[config.mk]
export PLATFORM = sky130hd
export DESIGN_NAME = cw_param_norm
export DESIGN_NICKNAME = d
export VERILOG_FILES = /design/src/rtl/cpn_pkg.sv /design/src/rtl/sat_clamp.sv /design/src/rtl/cw_round_step.sv /design/src/rtl/cw_param_norm.sv
export SDC_FILE = /design/constraint.sdc
export NUM_CORES = 1
export LEC_CHECK = 0
export ABC_AREA = 1
export ABC_CLOCK_PERIOD_IN_PS = 2270
export BUFFER_PORTS_ARGS = -buffer_cell sky130_fd_sc_hd__buf_2
export CORE_MARGIN = 8
export CORE_UTILIZATION = 49
export DETAILED_ROUTE_END_ITERATION = 12
export HOLD_SLACK_MARGIN = 0.06
export PLACE_DENSITY = 0.83
export REMOVE_ABC_BUFFERS = 1
export SLEW_MARGIN = 10
export SYNTH_ARGS = -nofsm -noshare
export SYNTH_HDL_FRONTEND = slang
export SYNTH_HIERARCHICAL = 1
export SYNTH_SLANG_ARGS = --single-unit
[constraint.sdc]
create_clock -name clk -period 2.27 [get_ports clk]
set_input_delay 0.1135 -clock clk [delete_from_list [all_inputs] [get_ports clk]]
set_output_delay 0.1135 -clock clk [all_outputs]
set_load 0.005 [all_outputs]
[src/rtl/cpn_pkg.sv]
package cpn_pkg;
  typedef enum logic {
    ST_IDLE = 1'b0,
    ST_RUN  = 1'b1
  } cpn_state_t;

  localparam int NUM_WIN = 2;
  localparam int WIN_MIN = 0;
  localparam int WIN_MAX = 1;
endpackage

[src/rtl/sat_clamp.sv]
module sat_clamp #(
  parameter int IN_W  = 16,
  parameter int OUT_W = 8,
  parameter int MAX   = 255
) (
  input  logic [IN_W-1:0]  in_val,
  output logic [OUT_W-1:0] out_val
);
  localparam logic [IN_W-1:0]  MAX_IN  = IN_W'(MAX);
  localparam logic [OUT_W-1:0] MAX_OUT = OUT_W'(MAX);

  assign out_val = (in_val > MAX_IN) ? MAX_OUT : OUT_W'(in_val);
endmodule

[src/rtl/cw_round_step.sv]
module cw_round_step #(
  parameter int CW_W = 11
) (
  input  logic            clk,
  input  logic            rst,
  input  logic            load,
  input  logic [CW_W-1:0] target,
  output logic [CW_W-1:0] value,
  output logic            fin
);
  logic [CW_W-1:0] tgt_q;

  always_ff @(posedge clk) begin
    if (rst) begin
      value <= CW_W'(1);
      tgt_q <= '0;
    end else if (load) begin
      value <= CW_W'(1);
      tgt_q <= target;
    end else if (value < tgt_q) begin
      value <= {value[CW_W-2:0], 1'b1};
    end
  end

  assign fin = (value >= tgt_q);
endmodule

[src/rtl/cw_param_norm.sv]
module cw_param_norm
  import cpn_pkg::*;
#(
  parameter int REQ_W         = 16,
  parameter int AIFS_MAX      = 255,
  parameter int CW_LIMIT      = 1024,
  parameter int RETRY_MAX     = 15,
  parameter int AIFS_DEF      = 2,
  parameter int CWMIN_DEF     = 15,
  parameter int CWMIN_LEG_DEF = 31,
  parameter int CWMAX_DEF     = 1023,
  parameter int RETRY_DEF     = 10,
  localparam int AIFS_W  = $clog2(AIFS_MAX + 1),
  localparam int CW_W    = $clog2(CW_LIMIT) + 1,
  localparam int RETRY_W = $clog2(RETRY_MAX + 1)
) (
  input  logic               clk,
  input  logic               rst,
  input  logic               start,
  input  logic               legacy_chan,
  input  logic [REQ_W-1:0]   aifs_req,
  input  logic               aifs_use_dflt,
  input  logic [REQ_W-1:0]   cwmin_req,
  input  logic               cwmin_use_dflt,
  input  logic [REQ_W-1:0]   cwmax_req,
  input  logic               cwmax_use_dflt,
  input  logic [REQ_W-1:0]   shretry_req,
  input  logic [REQ_W-1:0]   lgretry_req,
  output logic               busy,
  output logic               done,
  output logic [AIFS_W-1:0]  aifs_o,
  output logic [CW_W-1:0]    cwmin_o,
  output logic [CW_W-1:0]    cwmax_o,
  output logic [RETRY_W-1:0] shretry_o,
  output logic [RETRY_W-1:0] lgretry_o
);
  localparam logic [AIFS_W-1:0]  AIFS_D    = AIFS_W'(AIFS_DEF);
  localparam logic [CW_W-1:0]    CWMIN_D   = CW_W'(CWMIN_DEF);
  localparam logic [CW_W-1:0]    CWMIN_L_D = CW_W'(CWMIN_LEG_DEF);
  localparam logic [CW_W-1:0]    CWMAX_D   = CW_W'(CWMAX_DEF);
  localparam logic [RETRY_W-1:0] RETRY_D   = RETRY_W'(RETRY_DEF);

  cpn_state_t state_q;
  logic       accept;

  logic [AIFS_W-1:0]  aifs_cl;
  logic [RETRY_W-1:0] sh_cl, lg_cl;
  logic [CW_W-1:0]    cwmin_cl, cwmax_cl;

  logic [CW_W-1:0]    win_tgt [NUM_WIN];
  logic [CW_W-1:0]    win_val [NUM_WIN];
  logic [NUM_WIN-1:0] win_fin;

  logic [AIFS_W-1:0]  aifs_s;
  logic [RETRY_W-1:0] sh_s, lg_s;
  logic               cwmax_dflt_s;

  assign accept = start && (state_q == ST_IDLE);

  sat_clamp #(.IN_W(REQ_W), .OUT_W(AIFS_W), .MAX(AIFS_MAX)) u_clamp_aifs (
    .in_val(aifs_req), .out_val(aifs_cl));
  sat_clamp #(.IN_W(REQ_W), .OUT_W(RETRY_W), .MAX(RETRY_MAX)) u_clamp_sh (
    .in_val(shretry_req), .out_val(sh_cl));
  sat_clamp #(.IN_W(REQ_W), .OUT_W(RETRY_W), .MAX(RETRY_MAX)) u_clamp_lg (
    .in_val(lgretry_req), .out_val(lg_cl));
  sat_clamp #(.IN_W(REQ_W), .OUT_W(CW_W), .MAX(CW_LIMIT)) u_clamp_cwmin (
    .in_val(cwmin_req), .out_val(cwmin_cl));
  sat_clamp #(.IN_W(REQ_W), .OUT_W(CW_W), .MAX(CW_LIMIT)) u_clamp_cwmax (
    .in_val(cwmax_req), .out_val(cwmax_cl));

  // Window targets: a defaulted maximum window needs no rounding, so it
  // finishes at once and its result is taken from the parameter.
  always_comb begin
    win_tgt[WIN_MIN] = cwmin_use_dflt ? (legacy_chan ? CWMIN_L_D : CWMIN_D)
                                      : cwmin_cl;
    win_tgt[WIN_MAX] = cwmax_use_dflt ? '0 : cwmax_cl;
  end

  for (genvar g = 0; g < NUM_WIN; g++) begin : g_win
    cw_round_step #(.CW_W(CW_W)) u_round (
      .clk   (clk),
      .rst   (rst),
      .load  (accept),
      .target(win_tgt[g]),
      .value (win_val[g]),
      .fin   (win_fin[g])
    );
  end

  always_ff @(posedge clk) begin
    if (rst) begin
      aifs_s       <= '0;
      sh_s         <= '0;
      lg_s         <= '0;
      cwmax_dflt_s <= 1'b0;
    end else if (accept) begin
      aifs_s       <= aifs_use_dflt ? AIFS_D : aifs_cl;
      sh_s         <= (shretry_req == '0) ? RETRY_D : sh_cl;
      lg_s         <= (lgretry_req == '0) ? RETRY_D : lg_cl;
      cwmax_dflt_s <= cwmax_use_dflt;
    end
  end

  always_ff @(posedge clk) begin
    if (rst) begin
      state_q   <= ST_IDLE;
      busy      <= 1'b0;
      done      <= 1'b0;
      aifs_o    <= '0;
      cwmin_o   <= '0;
      cwmax_o   <= '0;
      shretry_o <= '0;
      lgretry_o <= '0;
    end else begin
      done <= 1'b0;
      case (state_q)
        ST_IDLE: begin
          if (accept) begin
            state_q <= ST_RUN;
            busy    <= 1'b1;
          end
        end
        ST_RUN: begin
          if (&win_fin) begin
            state_q   <= ST_IDLE;
            busy      <= 1'b0;
            done      <= 1'b1;
            aifs_o    <= aifs_s;
            cwmin_o   <= win_val[WIN_MIN];
            cwmax_o   <= cwmax_dflt_s ? CWMAX_D : win_val[WIN_MAX];
            shretry_o <= sh_s;
            lgretry_o <= lg_s;
          end
        end
        default: state_q <= ST_IDLE;
      endcase
    end
  end
endmodule

# Word-level counts from Yosys, hierarchy flattened

Cells that the tools add are included.

Bits of input ports: 87
Register bits: 100
Logic and storage cells: 55
Output and inout bits: 40

Bitwise gates (word level): 1
Reduce and logical (&&, ||, !) cells: 8
Multiplexer cells: 19
Magnitude comparators: 9
Equality and inequality tests: 2

Operators by type and width:

| operator                                                        | count |
|---|---|
| two-way mux 11 bit                                              | 5 |
| greater-than comparator 16 x 11 -> 1 bit, second input constant | 2 |
| greater-than comparator 16 x 4 -> 1 bit, second input constant  | 2 |
| zero test 16 bit                                                | 2 |
| >= comparator 11 bit                                            | 2 |
| less-than comparator 11 bit                                     | 2 |
| greater-than comparator 16 x 8 -> 1 bit, second input constant  | 1 |
| two-way mux 4 bit                                               | 4 |
| two-way mux 8 bit                                               | 2 |
| two-way mux 1 bit                                               | 5 |
| two-way mux 5 bit                                               | 1 |
| one-hot mux 1 bit (2 select lines)                              | 2 |
| AND reduction 2 bit                                             | 2 |
| OR reduction 2 bit                                              | 2 |
| AND reduction 3 bit                                             | 1 |
| inequality test 2 x 1 -> 1 bit, second input constant           | 1 |
| inequality test 2 bit, second input constant                    | 1 |
| logical AND 1 bit                                               | 1 |
| inverter 1 bit                                                  | 1 |

# Longest topological paths before layout

Gate-level depths: netlist (run 1).

Depth in word-level cells: 4
Gate-level depth with buffers: 15
Depth with buffers taken out: 13

# Modules after synthesis

The synthesis (run 1) kept the hierarchy.

Modules (own cells, without submodules):

| module                         | area an instance (µm²) | cells each | seq. area each (µm²) | instances |
|---|---|---|---|---|
| cw_param_norm                  | 2464.9                 | 317        | 1161.1               | 1 |
| cw_round_step                  | 1112.3                 | 154        | 420.4                | 2 |
| sat_clamp at u_clamp_cwmax ... | 177.7                  | 39         | 0.0                  | 2 |
| sat_clamp at u_clamp_lg ...    | 85.1                   | 18         | 0.0                  | 2 |
| sat_clamp at u_clamp_aifs      | 93.8                   | 23         | 0.0                  | 1 |

# Worst setup path after synthesis (run 1)

No wires, ideal clock.

Kind: reg2reg
Start point: register g_win[0].u_round.tgt_q[10]
End point: register cwmax_o[0]
Buffers on the path: 2
Setup time: 0.069 ns
Data arrival time: 2.064 ns
Required time: 2.201 ns
Path slack: 0.137 ns
Clock period less this slack: 2.133 ns
Cell stages (with the launch flop): 14
Path through: dfxtp_1 inv_1 ha_1 nand2_2 inv_2 a21oi_4 nand2_2 nor2_2 buf_6 o21ai_0 nand3_2 clkbuf_1 nand3_1 o21ai_1

Cells in the longest elaborated chain, start to end: 2

Ends and longest elaborated chain:

| what                                 | line                 | source |
|---|---|---|
| start, declared                      | cw_round_step.sv:11  | `logic [CW_W-1:0] tgt_q;` |
| start signal, assigned               | cw_round_step.sv:19  | `tgt_q <= target;` |
| >= comparator 11 bit                 | cw_round_step.sv:25  | `assign fin = (value >= tgt_q);` |
| named net win_fin[0]                 | cw_param_norm.sv:52  | `logic [NUM_WIN-1:0] win_fin;` |
| AND reduction 3 bit (no source line) | -                    |  |
| end signal, assigned                 | cw_param_norm.sv:130 | `cwmax_o <= cwmax_dflt_s ? CWMAX_D : win_val[WIN_MAX];` |
| end, declared                        | cw_param_norm.sv:33  | `output logic [CW_W-1:0] cwmax_o,` |

The timed path passes the listed nets, and every way through them passes these cells.
A chain may end at the register's enable or synchronous reset.

# Worst setup path after layout (run 1)

Start point: register g_win[1].u_round.value[10]
End point: register aifs_o[3]

Cells in the longest elaborated chain, start to end: 2

Ends and longest elaborated chain:

| what                                 | line                 | source |
|---|---|---|
| start, declared                      | cw_round_step.sv:8   | `output logic [CW_W-1:0] value,` |
| start signal, assigned               | cw_round_step.sv:21  | `value <= {value[CW_W-2:0], 1'b1};` |
| >= comparator 11 bit                 | cw_round_step.sv:25  |  |
| named net win_fin[1]                 | cw_param_norm.sv:52  |  |
| AND reduction 3 bit (no source line) | -                    |  |
| end signal, assigned                 | cw_param_norm.sv:128 | `aifs_o <= aifs_s;` |
| end, declared                        | cw_param_norm.sv:31  | `output logic [AIFS_W-1:0] aifs_o,` |

The timed path passes the listed nets, and every way through them passes these cells.

==> results of run 1 <==
## worst max-delay path by stage
stage / from / to / slack (ps) / depth (start not counted)
floorplan: g_win[1].u_round/tgt_q[10] / busy / -180 / 11
global placement: g_win[0].u_round/value[9] / cwmin_o[6] / 180 / 10
detailed placement: g_win[1].u_round/value[10] / aifs_o[3] / 60 / 10
CTS: g_win[1].u_round/tgt_q[10] / aifs_o[3] / 50 / 11
global route: g_win[0].u_round/value[9] / aifs_o[3] / 4 / 9
finish: g_win[1].u_round/value[10] / aifs_o[3] / 160 / 9
## where the power goes
| group | total, mW | internal (mW) | switching (mW) | leakage (nW) |
|---|---|---|---|---|
| Combinational | 2.49 | 0.966 | 1.53 | 2.14 |
| Sequential | 2.21 | 2.01 | 0.199 | 0.818 |
| Clock | 1.05 | 0.433 | 0.612 | 0.0937 |
| Total | 5.75 | 3.41 | 2.34 | 3.05 |
## Yosys cell counts, types with 12 or more instances
cell type | count | share of area
ha_1 | 20 | 0.047
nand3_2 | 13 | 0.025
nand3_1 | 41 | 0.039
o21ai_1 | 13 | 0.012
inv_1 | 118 | 0.083
dfxtp_1 | 100 | 0.38
nand2_1 | 125 | 0.088
o21ai_0 | 38 | 0.036
a21oi_1 | 54 | 0.051
nor2_2 | 12 | 0.014
nor2_1 | 135 | 0.095
nand4_1 | 18 | 0.021
## stage by stage
stage	utilization	hold slack, ps
after detailed placement	0.559	370
after global routing	0.577	122
after CTS	0.576	102
after floorplan	-	183
after global placement	0.559	364
final	0.577	113
## registers in the layout, summed over array words and instances (netlist names)
| name | flops |
|---|---|
| cwmax_dflt_s | 1 |
| g_win.u_round/tgt_q | 22 |
| sh_s | 4 |
| busy | 1 |
| lg_s | 4 |
| cwmax_o | 11 |
| g_win.u_round/value | 20 |
| aifs_s | 8 |
| shretry_o | 4 |
| lgretry_o | 4 |
| state_q | 1 |
| cwmin_o | 11 |
| done | 1 |
| aifs_o | 8 |
## layer usage
metal | GRT usage | wire length (µm) | up-vias
li1 | - | - | 2621
met1 | 0.195 | 5420 | 2077
met2 | 0.283 | 5460 | 129
met3 | 0.0507 | 838 | 11
met4 | 0.0539 | 150 | 0
met5 | 0 | 0 | -
## repair_timing
item | in CTS | in global routing
hold buffers | 1 | 0
hold endpoints to repair | 1 | 0
endpoints found under the setup margin | 0 | 28
gates resized for setup | 0 | 5
## cells in the final DEF, fill, tap and decap left out, drive strengths merged, types with 4 or more instances in the layout
cell type | Yosys | layout
inv | 124 | 125
buf | 20 | 137
o21ai | 51 | 51
nand2 | 134 | 134
nor2 | 152 | 152
a211oi | 7 | 7
nand4 | 19 | 19
ha | 20 | 20
clkinv | 0 | 4
a21oi | 58 | 58
or2 | 4 | 4
nand3 | 54 | 54
clkbuf | 11 | 11
dfxtp | 100 | 100
## kinds of logic (layout without fill, tap and decap cells)
family,count (synthesis),after routing,share of synthesized area
flops,100,100,0.377
fa+ha+maj,20,20,0.0471
buf+inv,155,278,0.130
compound gates,118,118,0.127
simple gates,366,366,0.316
mux,1,1,0.00212
other cells,2,2,0.00141
## worst max-delay path: stages (launching register included)
cell and delay, ps:
dfxtp_1 350, ha_1 330, nand2_2 90, nor2_4 150, a21boi_0 250, nor2_2 70, o21ai_1 220, nand4_4 160
buf_4 230, o21ai_0 190
## layout make-up
| class | count | area [µm²] | share of cell area |
|---|---|---|---|
| clock buffers | 11 | 141 | 0.0229 |
| clock inverters | 5 | 36.3 | 0.00588 |
| inverters | 124 | 470 | 0.0763 |
| multi-input cells | 507 | 2620 | 0.424 |
| flip-flops and latches | 100 | 2000 | 0.324 |
| well taps | 140 | 175 | 0.0284 |
| repair buffers | 138 | 727 | 0.118 |
==> results_dict.tcl, run 1 <==
set metrics [dict create \
    fin_ws_ps 159 \
    worstHoldEndpoint "sh_s[2]" \
    postSynthAreaPerCell_um2 6.97 \
    rsz0062_at_grt "no" \
    drt_pass1_iterations 4 \
    yosys_warnings 6 \
    hold_viol_final 0 \
    reg2reg_to "aifs_o[3]" \
    fin_total_pwr_mw 5.75 \
    grt.overflow.total 0 \
    clkTransAtPathRegs_ps 100 \
    drt_wl_total_mm 11.9 \
    ctsLongestPathBuffers 2 \
    vias 4838 \
    ys_ff_latch 100 \
    tns_ps 0 \
    synth-edff-count 0 \
    cp.required_ps 2560 \
    vias_per_cell 4.72 \
    ys_seq_area_frac 0.377 \
    worst_setup_path_end_kind "register" \
    dp_slack_ps 60.2 \
    critical_path.max_fanout 18 \
    ios 127 \
    clock_sinks 100 \
    start_util 0.496 \
    timing.final.crit_share 0.930 \
    netlist_instances 762 \
    cts_buffers 9 \
    drc 0 \
    reg2reg_slack_ps 160 \
    cts_setup_buffers 0 \
    fin_crit_ps 2110 \
    drt-initial-drc-count 318 \
    final_cells 1025 \
    clk-insertion-delay-late_ps 370 \
    antennaDiodeCount 0 \
    die_area_um2 14400 \
    dp_hpwl_mm 9.19 \
    min-delay-path-class "in2reg" \
    syn_area_um2 5310 \
    placed_area_um2 5980 \
    ir_worst_vdd_mv 0.419 \
    setup_viol_count_final 0 \
    fin_skew_ps 9.24 \
    final_cell_area_um2 6170 \
    root_buffer "clkbuf_8" \
    nets 987 \
    synth_flop_cell "dfxtp_1" \
    grt_pass1_vias 4584 \
    cts_tree "done" \
    placed_cells 1008 \
    crit_path_start_kind "register" \
    nFillCells 1026 \
    area_delta_synth_final_pct 16.2 \
    grt_pass1_wl_mm 20.1 \
    wl_per_cell_um 11.6 \
    cellLeakagePower_nw 3.05 \
    reg2reg_depth 9 \
    rows 38 \
    max_freq_mhz 474 \
    path_class "reg2reg" \
    worstHoldStart "shretry_req[2]" \
    arrival_ps 2400 \
    grt_max_degree 32 \
    portBuffers 126 \
    place.gp.congestion 0.829 \
    worstMarginPinSlew_ps 643 \
    coreArea_um2 10700 \
    die_h_um 120 \
    slew_violations 0 \
    grtUsageTotal 0.166 \
    htreeDepth 3 \
    drive_above_1_share 0.241 \
    powerDensity_nw_per_um2 932 \
    reg2reg_from "g_win[1].u_round/value[10]" \
    max-slew-margin-rel 0.570 \
    die_width_um 120 \
    drtAntennaViolNets 0 \
    async_flop_share 0 \
    outcome "finished clean" \
    antenna_found_initial 0 \
    yosys.cell_types.count 31 \
    drv_cap 0 \
    holdPathStages 5 \
]
Note: power is estimated with default switching activity, not from simulation.
==> inputs of run 2 (changes only) <==
==> constraint.sdc (replaced) <==
create_clock -name clk -period 2.27 [get_ports clk]
set_input_delay 0.3405 -clock clk [delete_from_list [all_inputs] [get_ports clk]]
set_output_delay 0.3405 -clock clk [all_outputs]
set_load 0.005 [all_outputs]
==> run 2 against run 1 <==
  * Fmax increased by 3.8%
  * Worst hold slack gained 120 ps
  * Largest cell class unchanged
  * Power is 0.61% higher
  * Critical path type unchanged
==> results_dict.tcl, run 2 (same netlist as run 1, synthesis figures left out) <==
set metrics [dict create \
    critical_path.max_fanout 18 \
    drt-initial-drc-count 255 \
    grt.overflow.total 0 \
    ctsLongestPathBuffers 2 \
    switching_power_mw 2.37 \
    multi_input_area_um2 2630 \
    grt_pass1_wl_mm 19.7 \
    area_delta_synth_final_pct 16.3 \
    place.gp.congestion 0.831 \
    drtAntennaViolNets 0 \
    layout_common_cells "nor2_1 (135), buf_2 (126), nand2_1 (125)" \
    dp_hpwl_mm 9.00 \
    vias 4830 \
    seq_power_share 0.383 \
    min-delay-path-class "in2reg" \
    arrival_ps 2320 \
    worst_setup_path_end_kind "register" \
    wl_per_cell_um 11.4 \
    portBuffers 126 \
    root_buffer "clkbuf_8" \
    seqCellArea_um2 2000 \
    start_util 0.496 \
    clock_sinks 100 \
    coreArea_um2 10700 \
    final_common_cell "nor2_1" \
    antennaDiodeCount 0 \
    cts_buffers 9 \
    clkPwrFrac 0.186 \
    tns_ps 0 \
    ir_worst_vdd_mv 0.444 \
    cts_tree "done" \
    antenna_found_initial 0 \
    nFillCells 1005 \
    cellLeakagePower_nw 3.05 \
    grt_max_degree 36 \
    grtUsageTotal 0.160 \
    setup_viol_count_final 0 \
    p_int_mw 3.41 \
    vias_per_cell 4.72 \
    fin_util 0.577 \
    placed_cells 1008 \
    die_area_um2 14400 \
    top_register "g_win.u_round/tgt_q" \
    clk-insertion-delay-late_ps 370 \
    fin_skew_ps 13.1 \
    hold_viol_final 0 \
    drv_cap 0 \
    max_freq_mhz 492 \
    swShare 0.410 \
    hold_slack_ps 231 \
    path_class "reg2reg" \
    final_cells 1024 \
    power_frac_comb 0.431 \
    crit_path_start_kind "register" \
    outcome "finished clean" \
    ios 127 \
    rows 38 \
    drive_above_1_share 0.243 \
    drt_pass1_iterations 5 \
    top_regs "g_win.u_round/tgt_q: 22 flops, g_win.u_round/value: 20 flops" \
    grt_pass1_vias 4518 \
    nets 986 \
    timing.final.crit_share 0.896 \
    die_width_um 120 \
    htreeDepth 3 \
    die_h_um 120 \
    rsz0062_at_grt "no" \
    clkTransAtPathRegs_ps 100 \
    slew_violations 0 \
    drt_wl_total_mm 11.6 \
    max-slew-margin-rel 0.572 \
    fin_crit_ps 2030 \
    largest_reg_flops 22 \
    drc 0 \
    powerDensity_nw_per_um2 937 \
    cp.required_ps 2550 \
    worstMarginPinSlew_ps 639 \
]
==> run 2: changes by cell type in the layout (fill, tap and decap cells not counted) <==
cell | previous run | this run
o21ai_1 | 15 | 13
clkbuf_8 | 10 | 9
dlygate4sd3_1 | 1 | 0
clkinv_2 | 2 | 0
o21ai_2 | 0 | 2
inv_8 | 0 | 1
inv_6 | 1 | 3
==> run 2: final timing paths <==
path                                                 start      endpoint  slack [ps]  depth (start not counted)
worst max register to register  g_win[1].u_round/value[10]     aifs_o[3]         240                          9
worst max-delay path            g_win[1].u_round/value[10]     aifs_o[3]         240                          9
worst min register to register                     sh_s[3]  shretry_o[3]         450                          2
worst min-delay path                                 start       state_q         230                          3
==> run 2: cell type report <==
| type | count | area share |
|---|---|---|
| clock buffers | 10 | 0.0207 |
| clock inverters | 6 | 0.00892 |
| inverters | 124 | 0.0762 |
| multi-input cells | 507 | 0.425 |
| flip-flops and latches | 100 | 0.324 |
| well taps | 140 | 0.0284 |
| repair buffers | 137 | 0.116 |
==> run 2: through the flow <==
stage               cell area [µm²]  setup WS, ps  total power [mW]
finish                         6170           236              5.79
global route                   6170          29.5              6.27
CTS                            6160          65.5              5.78
detailed placement             5980          84.8              4.71
global placement               5980           166              4.63
floorplan                      5090          -177              3.98
==> run 2: power groups by stage <==
stage,registers (mW),clock network [mW],logic [mW]
floorplan,2.20,0,1.78
global route,2.25,1.17,2.85
finish,2.22,1.07,2.49
CTS,2.21,1.11,2.46
global placement,2.24,0,2.39
detailed placement,2.26,0,2.45
==> run 2: timing repair <==
action	4_1_cts	5_1_grt
setup endpoints to repair	0	27
buffers inserted	0	0
hold buffers	0	0
gates resized for setup	0	7
==> run 2: critical path: stages, from the launching register on <==
cell and delay [ps]:
dfxtp_1 350, ha_1 320, nand2_2 90, nor2_4 150, a21boi_0 270, nor2_2 90
o21ai_2 120, nand4_4 140, buf_4 240, o21ai_0 190
==> run 2: layer usage <==
layer,global-route usage,wire length [µm],part of all wire,vias to the layer above
met5,0,0,0,-
met3,0.0409,841,0.072,11
met1,0.190,5360,0.46,2056
met4,0.0562,152,0.013,0
li1,-,-,-,2635
met2,0.276,5280,0.45,128
